===== config.mk =====
export PLATFORM = sky130hd
export DESIGN_NAME = toh_err_inject
export DESIGN_NICKNAME = d
export VERILOG_FILES = /design/src/rtl/toh_inj_pkg.sv /design/src/rtl/toh_slot_ctr.sv /design/src/rtl/toh_a1a2_masker.sv /design/src/rtl/toh_b1_arm.sv /design/src/rtl/toh_b2_masker.sv /design/src/rtl/toh_err_inject.sv
export SDC_FILE = /design/constraint.sdc
export NUM_CORES = 1
export LEC_CHECK = 0
export BUFFER_PORTS_ARGS = -buffer_cell sky130_fd_sc_hd__buf_2
export CAP_MARGIN = 20
export CORE_MARGIN = 10
export CORE_UTILIZATION = 48
export DETAILED_ROUTE_END_ITERATION = 10
export HOLD_SLACK_MARGIN = 0.06
export PLACE_DENSITY = 0.76
export SYNTH_ARGS = -nofsm -noshare
export SYNTH_HDL_FRONTEND = slang
export SYNTH_HIERARCHICAL = 1
export SYNTH_SLANG_ARGS = --single-unit

===== constraint.sdc =====
create_clock -name clk -period 2.4 [get_ports clk]
set_input_delay 0.24 -clock clk [delete_from_list [all_inputs] [get_ports clk]]
set_output_delay 0.24 -clock clk [all_outputs]
set_load 0.01 [all_outputs]

===== src/rtl/toh_inj_pkg.sv =====
package toh_inj_pkg;
  typedef enum logic [2:0] {
    K_OTHER = 3'd0,
    K_A1    = 3'd1,
    K_A2    = 3'd2,
    K_B1    = 3'd3,
    K_B2    = 3'd4
  } slot_kind_e;
endpackage


===== src/rtl/toh_slot_ctr.sv =====
// Per-frame index of one byte kind; restarts on frame_start, saturates at MAXCNT.
module toh_slot_ctr #(
  parameter int MAXCNT = 4,
  localparam int W = $clog2(MAXCNT + 1)
) (
  input  logic         clk,
  input  logic         rst,
  input  logic         frame_start,
  input  logic         hit,
  output logic [W-1:0] idx
);
  logic [W-1:0] cnt_q;

  assign idx = frame_start ? '0 : cnt_q;

  always_ff @(posedge clk) begin
    if (rst)                                cnt_q <= '0;
    else if (hit && idx != W'(MAXCNT))      cnt_q <= idx + W'(1);
    else                                    cnt_q <= idx;
  end

  // saturated index stays saturated within a frame
  p_ctr_sat_r9: assert property (@(posedge clk) disable iff (rst)
    (hit && !frame_start && cnt_q == W'(MAXCNT)) |=> (cnt_q == W'(MAXCNT)));
endmodule


===== src/rtl/toh_a1a2_masker.sv =====
// Framing-byte damage: per-byte marks and a pattern captured at frame start.
module toh_a1a2_masker #(
  parameter int N_A1 = 3,
  parameter int N_A2 = 3,
  localparam int NM  = N_A1 + N_A2
) (
  input  logic          clk,
  input  logic          rst,
  input  logic          frame_start,
  input  logic          is_a1,
  input  logic          is_a2,
  input  logic [NM-1:0] mask_in,
  input  logic [7:0]    pat_in,
  output logic [7:0]    xor_out
);
  localparam int W1 = $clog2(N_A1 + 1);
  localparam int W2 = $clog2(N_A2 + 1);

  logic [W1-1:0] a1_idx;
  logic [W2-1:0] a2_idx;
  logic [NM-1:0] mask_q, eff_mask;
  logic [7:0]    pat_q, eff_pat;
  logic          sel;

  toh_slot_ctr #(.MAXCNT(N_A1)) u_a1_ctr (
    .clk(clk), .rst(rst), .frame_start(frame_start), .hit(is_a1), .idx(a1_idx));
  toh_slot_ctr #(.MAXCNT(N_A2)) u_a2_ctr (
    .clk(clk), .rst(rst), .frame_start(frame_start), .hit(is_a2), .idx(a2_idx));

  always_ff @(posedge clk) begin
    if (rst) begin
      mask_q <= '0;
      pat_q  <= '0;
    end else if (frame_start) begin
      mask_q <= mask_in;
      pat_q  <= pat_in;
    end
  end

  assign eff_mask = frame_start ? mask_in : mask_q;
  assign eff_pat  = frame_start ? pat_in  : pat_q;

  always_comb begin
    sel = 1'b0;
    for (int i = 0; i < N_A1; i++)
      if (is_a1 && a1_idx == W1'(i) && eff_mask[i]) sel = 1'b1;
    for (int j = 0; j < N_A2; j++)
      if (is_a2 && a2_idx == W2'(j) && eff_mask[N_A1 + j]) sel = 1'b1;
  end

  assign xor_out = sel ? eff_pat : 8'h00;

  // held framing masks move only at a frame start
  p_mask_hold_r4: assert property (@(posedge clk) disable iff (rst)
    !frame_start |=> ($stable(mask_q) && $stable(pat_q)));
endmodule


===== src/rtl/toh_b1_arm.sv =====
// Section-parity one-shot: a request arms it, the next parity byte consumes it.
module toh_b1_arm (
  input  logic       clk,
  input  logic       rst,
  input  logic       req,
  input  logic [7:0] mask_in,
  input  logic       is_b1,
  output logic [7:0] xor_out
);
  logic       armed_q;
  logic [7:0] pat_q;

  always_ff @(posedge clk) begin
    if (rst) begin
      armed_q <= 1'b0;
      pat_q   <= '0;
    end else if (req) begin
      armed_q <= 1'b1;
      pat_q   <= mask_in;
    end else if (is_b1 && armed_q) begin
      armed_q <= 1'b0;
    end
  end

  assign xor_out = (is_b1 && armed_q) ? pat_q : 8'h00;

  // a request always arms
  p_b1_arm_r5: assert property (@(posedge clk) disable iff (rst)
    req |=> armed_q);
  // one use disarms
  p_b1_oneshot_r5: assert property (@(posedge clk) disable iff (rst)
    (is_b1 && armed_q && !req) |=> !armed_q);
endmodule


===== src/rtl/toh_b2_masker.sv =====
// Line-parity damage: group select (4 bytes per bit) plus bit mask, captured at byte 0.
module toh_b2_masker #(
  parameter int N_B2 = 12,
  localparam int N_SLOT = N_B2 / 4
) (
  input  logic              clk,
  input  logic              rst,
  input  logic              frame_start,
  input  logic              is_b2,
  input  logic              en_in,
  input  logic [N_SLOT-1:0] byte_mask_in,
  input  logic [7:0]        bit_mask_in,
  output logic [7:0]        xor_out
);
  localparam int W = $clog2(N_B2 + 1);

  logic [W-1:0]      idx;
  logic              first;
  logic [N_SLOT-1:0] bmask_q, eff_bmask;
  logic [7:0]        bit_q, eff_bit;
  logic [N_B2-1:0]   byte_en;
  logic              hit;

  toh_slot_ctr #(.MAXCNT(N_B2)) u_b2_ctr (
    .clk(clk), .rst(rst), .frame_start(frame_start), .hit(is_b2), .idx(idx));

  assign first = is_b2 && (idx == '0);

  always_ff @(posedge clk) begin
    if (rst) begin
      bmask_q <= '0;
      bit_q   <= '0;
    end else if (first) begin
      bmask_q <= en_in ? byte_mask_in : '0;
      bit_q   <= bit_mask_in;
    end
  end

  assign eff_bmask = first ? (en_in ? byte_mask_in : '0) : bmask_q;
  assign eff_bit   = first ? bit_mask_in : bit_q;

  for (genvar n = 0; n < N_B2; n++) begin : g_expand
    assign byte_en[n] = eff_bmask[n / 4];
  end

  always_comb begin
    hit = 1'b0;
    for (int n = 0; n < N_B2; n++)
      if (is_b2 && idx == W'(n) && byte_en[n]) hit = 1'b1;
  end

  assign xor_out = hit ? eff_bit : 8'h00;

  // held line-parity masks move only at the first line-parity byte
  p_b2_hold_r7: assert property (@(posedge clk) disable iff (rst)
    !first |=> ($stable(bmask_q) && $stable(bit_q)));
endmodule


===== src/rtl/toh_err_inject.sv =====
module toh_err_inject
  import toh_inj_pkg::*;
#(
  parameter int N_A1 = 3,
  parameter int N_A2 = 3,
  parameter int N_B2 = 12
) (
  input  logic                   clk,
  input  logic                   rst,
  input  logic                   frame_start,
  input  logic                   byte_vld,
  input  logic [2:0]             slot_kind,
  input  logic                   src_sel,
  input  logic [7:0]             hw_byte,
  input  logic [7:0]             sw_byte,
  input  logic [N_A1+N_A2-1:0]   a1a2_mask,
  input  logic [7:0]             a1a2_pat,
  input  logic                   b1_ins,
  input  logic [7:0]             b1_mask,
  input  logic                   b2_en,
  input  logic [N_B2/4-1:0]      b2_byte_mask,
  input  logic [7:0]             b2_bit_mask,
  output logic                   out_vld,
  output logic [7:0]             out_byte
);
  slot_kind_e kind;
  logic       is_a1, is_a2, is_b1, is_b2, is_other;
  logic [7:0] src, a_x, b1_x, b2_x, nxt;

  assign kind     = slot_kind_e'(slot_kind);
  assign is_a1    = byte_vld && kind == K_A1;
  assign is_a2    = byte_vld && kind == K_A2;
  assign is_b1    = byte_vld && kind == K_B1;
  assign is_b2    = byte_vld && kind == K_B2;
  assign is_other = byte_vld && !(is_a1 || is_a2 || is_b1 || is_b2);
  assign src      = src_sel ? sw_byte : hw_byte;

  toh_a1a2_masker #(.N_A1(N_A1), .N_A2(N_A2)) u_a1a2 (
    .clk(clk), .rst(rst), .frame_start(frame_start),
    .is_a1(is_a1), .is_a2(is_a2),
    .mask_in(a1a2_mask), .pat_in(a1a2_pat), .xor_out(a_x));

  toh_b1_arm u_b1 (
    .clk(clk), .rst(rst), .req(b1_ins), .mask_in(b1_mask),
    .is_b1(is_b1), .xor_out(b1_x));

  toh_b2_masker #(.N_B2(N_B2)) u_b2 (
    .clk(clk), .rst(rst), .frame_start(frame_start), .is_b2(is_b2),
    .en_in(b2_en), .byte_mask_in(b2_byte_mask), .bit_mask_in(b2_bit_mask),
    .xor_out(b2_x));

  assign nxt = src ^ a_x ^ b1_x ^ b2_x;

  always_ff @(posedge clk) begin
    if (rst) begin
      out_vld  <= 1'b0;
      out_byte <= 8'h00;
    end else begin
      out_vld  <= byte_vld;
      out_byte <= byte_vld ? nxt : 8'h00;
    end
  end

  // valid follows input valid one cycle later
  p_vld_rise_r1: assert property (@(posedge clk) disable iff (rst)
    byte_vld |=> out_vld);
  p_vld_fall_r1: assert property (@(posedge clk) disable iff (rst)
    !byte_vld |=> !out_vld);
  // idle output is zero
  p_idle_zero_r10: assert property (@(posedge clk) disable iff (rst)
    !out_vld |-> (out_byte == 8'h00));
  // unlisted kinds pass the selected source unchanged
  p_other_pass_r2: assert property (@(posedge clk) disable iff (rst)
    is_other |=> (out_byte == $past(src_sel ? sw_byte : hw_byte)));
endmodule


==> impl_metrics.json <==
{
  "status": "finished clean",
  "slew_violations": 0,
  "finalCriticalPeriod_ns": 2.09,
  "finalSetupTns_ns": 0,
  "p_leak_nw": 1.48,
  "drive_gt1_share_pct": 33.3,
  "worstSetupEndpointType": "flip-flop",
  "clk_pin_slew_ns": 0.10,
  "clock_latency_ns": 0.31,
  "ys_ff_latch": 51,
  "synthSimpleGateAreaFrac_pct": 20.2,
  "worst-path-buf-inv": 1,
  "rsz0062_at_grt": "no",
  "drcViolationCount": 0,
  "cts.htree.levels": 2,
  "dr_wl_met3_um": 268,
  "synth-xor-area-share_pct": 10.7,
  "synth_cells": 260,
  "fin_crit_sh_pct": 87.1,
  "overflow": 0,
  "path_class": "flip-flop to flip-flop",
  "grt_pass1_vias": 2171,
  "seq_area_frac_synth_pct": 38.5,
  "worst-r2r-setup-slack_ns": 0.31,
  "r2r-start": "u_b2/u_b2_ctr/cnt_q[1]$_SDFF_PP0_",
  "timing.critical_path.fanout_max": 7,
  "drtIter0Drc": 99,
  "synthMuxAreaShare_pct": 13.5,
  "antenna_cells": 0,
  "synth_top_cell_by_area": "dfxtp_1",
  "synthTopCellsByCount": "dfxtp_1, nor2_1, mux2i_1",
  "relSlewSlack_pct": 67.8,
  "maxCapViolCount": 0,
  "cp_top_family": "compound AO/OA/AOI/OAI gates",
  "critPathArrivalTime_ns": 2.28,
  "ioPinCount": 68,
  "postRouteWirelength_um": 6310,
  "async_flop_share_pct": 0,
  "syn_nets": 321,
  "synth.area.top_cells": "dfxtp_1, mux2i_1, xnor3_1",
  "worst_slack_ns": 0.311,
  "top_layer": "met4",
  "cts_hold_buf": 0,
  "track_usage_pct": 14.0,
  "crit_required_ns": 2.59,
  "numPortBuffers": 67,
  "first_pass_iters": 4,
  "synth-edff-count": 0,
  "fp.dieW_um": 94.4,
  "totalPowerFinal_mw": 1.74,
  "avgSynthCellArea_um2": 10.2,
  "cts_resized": 0,
  "antenna_found_initial": 0,
  "post-place-ws_ns": 0.0847,
  "routedWlPerCell_um": 15.5,
  "placementRows": 27,
  "hold_viol_final": 0,
  "rr_endpoint": "out_byte[3]$_SDFF_PP0_",
  "place_area_mm2": 0.00311,
  "clockBufferDepth": 2,
  "hold_start": "b1_mask[3]",
  "peakVddDrop_uv": 259,
  "synth_adder_area_share_pct": 0.943,
  "grt_pass1_wl_um": 9990,
  "synth_top_family_by_area": "simple AND/OR/NAND/NOR gates",
  "nFillCells": 486,
  "fin_skew_ns": 0.00990,
  "met1_length_um": 2730,
  "power_density_mw_per_mm2": 539,
  "fin_area_mm2": 0.00323,
  "cts_setup_buffers": 0,
  "syn2layout_area_growth_pct": 21.8,
  "yosysTopAreaCellShare_pct": 38.5,
  "yosys_warnings": 6,
  "yosysMostFrequentCell": "dfxtp_1",
  "hold_class": "input port to flip-flop",
  "startpoint_type": "flip-flop",
  "r2r_cells": 8,
  "setup_viol": 0,
  "fmax_mhz": 479,
  "num_vias": 2113,
  "synthFlopType": "dfxtp_1",
  "synth_cell_type_count": 42,
  "vias_per_cell": 5.18,
  "cts_buffers": 5,
  "cts_tree": "built",
  "syn_area_mm2": 0.00266,
  "synth_compound_area_share_pct": 12.3,
  "hold-path-endpoint": "u_b1/pat_q[3]$_SDFFE_PP0P_",
  "ant_nets": 0,
  "min_path_cells": 3,
  "start_util_pct": 48.8,
  "fin_util_pct": 59.4,
  "worst_pin_slew_ns": 0.483,
  "coreArea_mm2": 0.00544,
  "cp_cell_sequence": "nor2b_1 > o21a_1 > o21ai_1 > buf_4 > a22oi_1 > xnor3_1 > xnor2_1 > nor2_1",
  "wl_met2_um": 3240,
  "dieHeight_um": 94.4,
  "cts_root_buffer": "clkbuf_8",
  "nNetsFinal": 396,
  "max_stage_delay_ns": 0.44,
  "die_area_mm2": 0.00891,
  "slowest_stage": "dfxtp_1",
  "gp_congestion": 0.867,
  "dp_hpwl_um": 4920,
  "clock_sinks": 51,
  "grt_max_degree": 26
}
==> kinds of logic after synthesis <==
family                   after synthesis
AND/OR/NAND/NOR                       89
AO/OA/AOI/OAI                         46
buffers and inverters                 18
multiplexers                          34
adder cells (fa/ha/maj)                2
flip-flops                            51
XOR/XNOR                              20
==> tightest hold or removal path, stage by stage <==
cell,delay (ns)
buf_2,0.07
mux2i_1,0.05
nor2_1,0.07
==> per-layer routing <==
layer / up-vias / global-route usage [%]
met5: - / 0
met3: 6 / 3.89
met1: 1001 / 16.3
li1: 1071 / -
met4: 0 / 3.92
met2: 35 / 24.5
==> worst max path at each step <==
stage | start | end | depth (start not counted)
2_1_floorplan | slot_kind[0] | out_byte[0]$_SDFF_PP0_ | 7
3_3_place_gp | slot_kind[0] | out_byte[5]$_SDFF_PP0_ | 8
3_5_place_dp | byte_vld | out_byte[3]$_SDFF_PP0_ | 8
4_1_cts | u_a1a2/u_a2_ctr/cnt_q[1]$_SDFF_PP0_ | out_byte[3]$_SDFF_PP0_ | 7
5_1_grt | u_b2/u_b2_ctr/cnt_q[1]$_SDFF_PP0_ | out_byte[4]$_SDFF_PP0_ | 8
6_report | u_b2/u_b2_ctr/cnt_q[1]$_SDFF_PP0_ | out_byte[3]$_SDFF_PP0_ | 8
==> through the flow <==
stage | hold slack (ns) | instances
5_1_grt | 0.176 | 408
3_3_place_gp | 0.450 | 400
6_report | 0.160 | 408
3_5_place_dp | 0.459 | 400
4_1_cts | 0.159 | 408
2_1_floorplan | 0.309 | 260
==> registers in the layout, summed over array words and instances, names as in the netlist, 3 cells and up <==
signal / count
out_byte: 8
u_a1a2/pat_q: 8
u_b1/pat_q: 8
u_b2/bit_q: 8
u_a1a2/mask_q: 6
u_b2/u_b2_ctr/cnt_q: 4
u_b2/bmask_q: 3
==> power breakdown <==
part | leakage (nW) | switching [mW] | internal [mW] | total (mW)
registers | 0.418 | 0.0138 | 0.881 | 0.895
logic | 0.997 | 0.108 | 0.107 | 0.215
clock network | 0.0618 | 0.289 | 0.343 | 0.633
==> cells in the final DEF, fill, tap and decap left out, types with 2 or more instances in the layout <==
cell	synthesis	final
and3b_1	2	2
a21oi_1	13	13
and3_1	8	8
dfxtp_1	51	51
inv_1	4	4
nand3_1	9	9
xnor3_1	8	8
nand4_1	3	3
a22oi_1	8	8
mux2i_1	32	32
nand3b_1	2	2
nor2b_4	2	2
nor4bb_1	3	3
o21ai_1	6	6
ha_1	2	2
o21ai_2	7	7
nor2_1	38	38
o32a_4	2	2
xnor2_1	9	9
clkbuf_8	0	6
nor2b_2	2	2
nand2_1	2	2
nand2b_1	5	5
xor2_1	3	3
a31oi_1	8	8
nor3_1	3	3
buf_4	0	12
buf_2	3	67
nand2b_4	3	3
==> layout make-up <==
cell class / instances / area, um2 / share of cell area [%]
repair buffers: 80 / 445 / 13.8
clock inverters: 2 / 38.8 / 1.20
clock buffers: 6 / 82.6 / 2.55
flip-flops and latches: 51 / 1020 / 31.6
inverters: 6 / 23.8 / 0.735
well taps: 72 / 90.1 / 2.79
multi-input cells: 191 / 1530 / 47.4
Power figures use the tool's default switching activity.
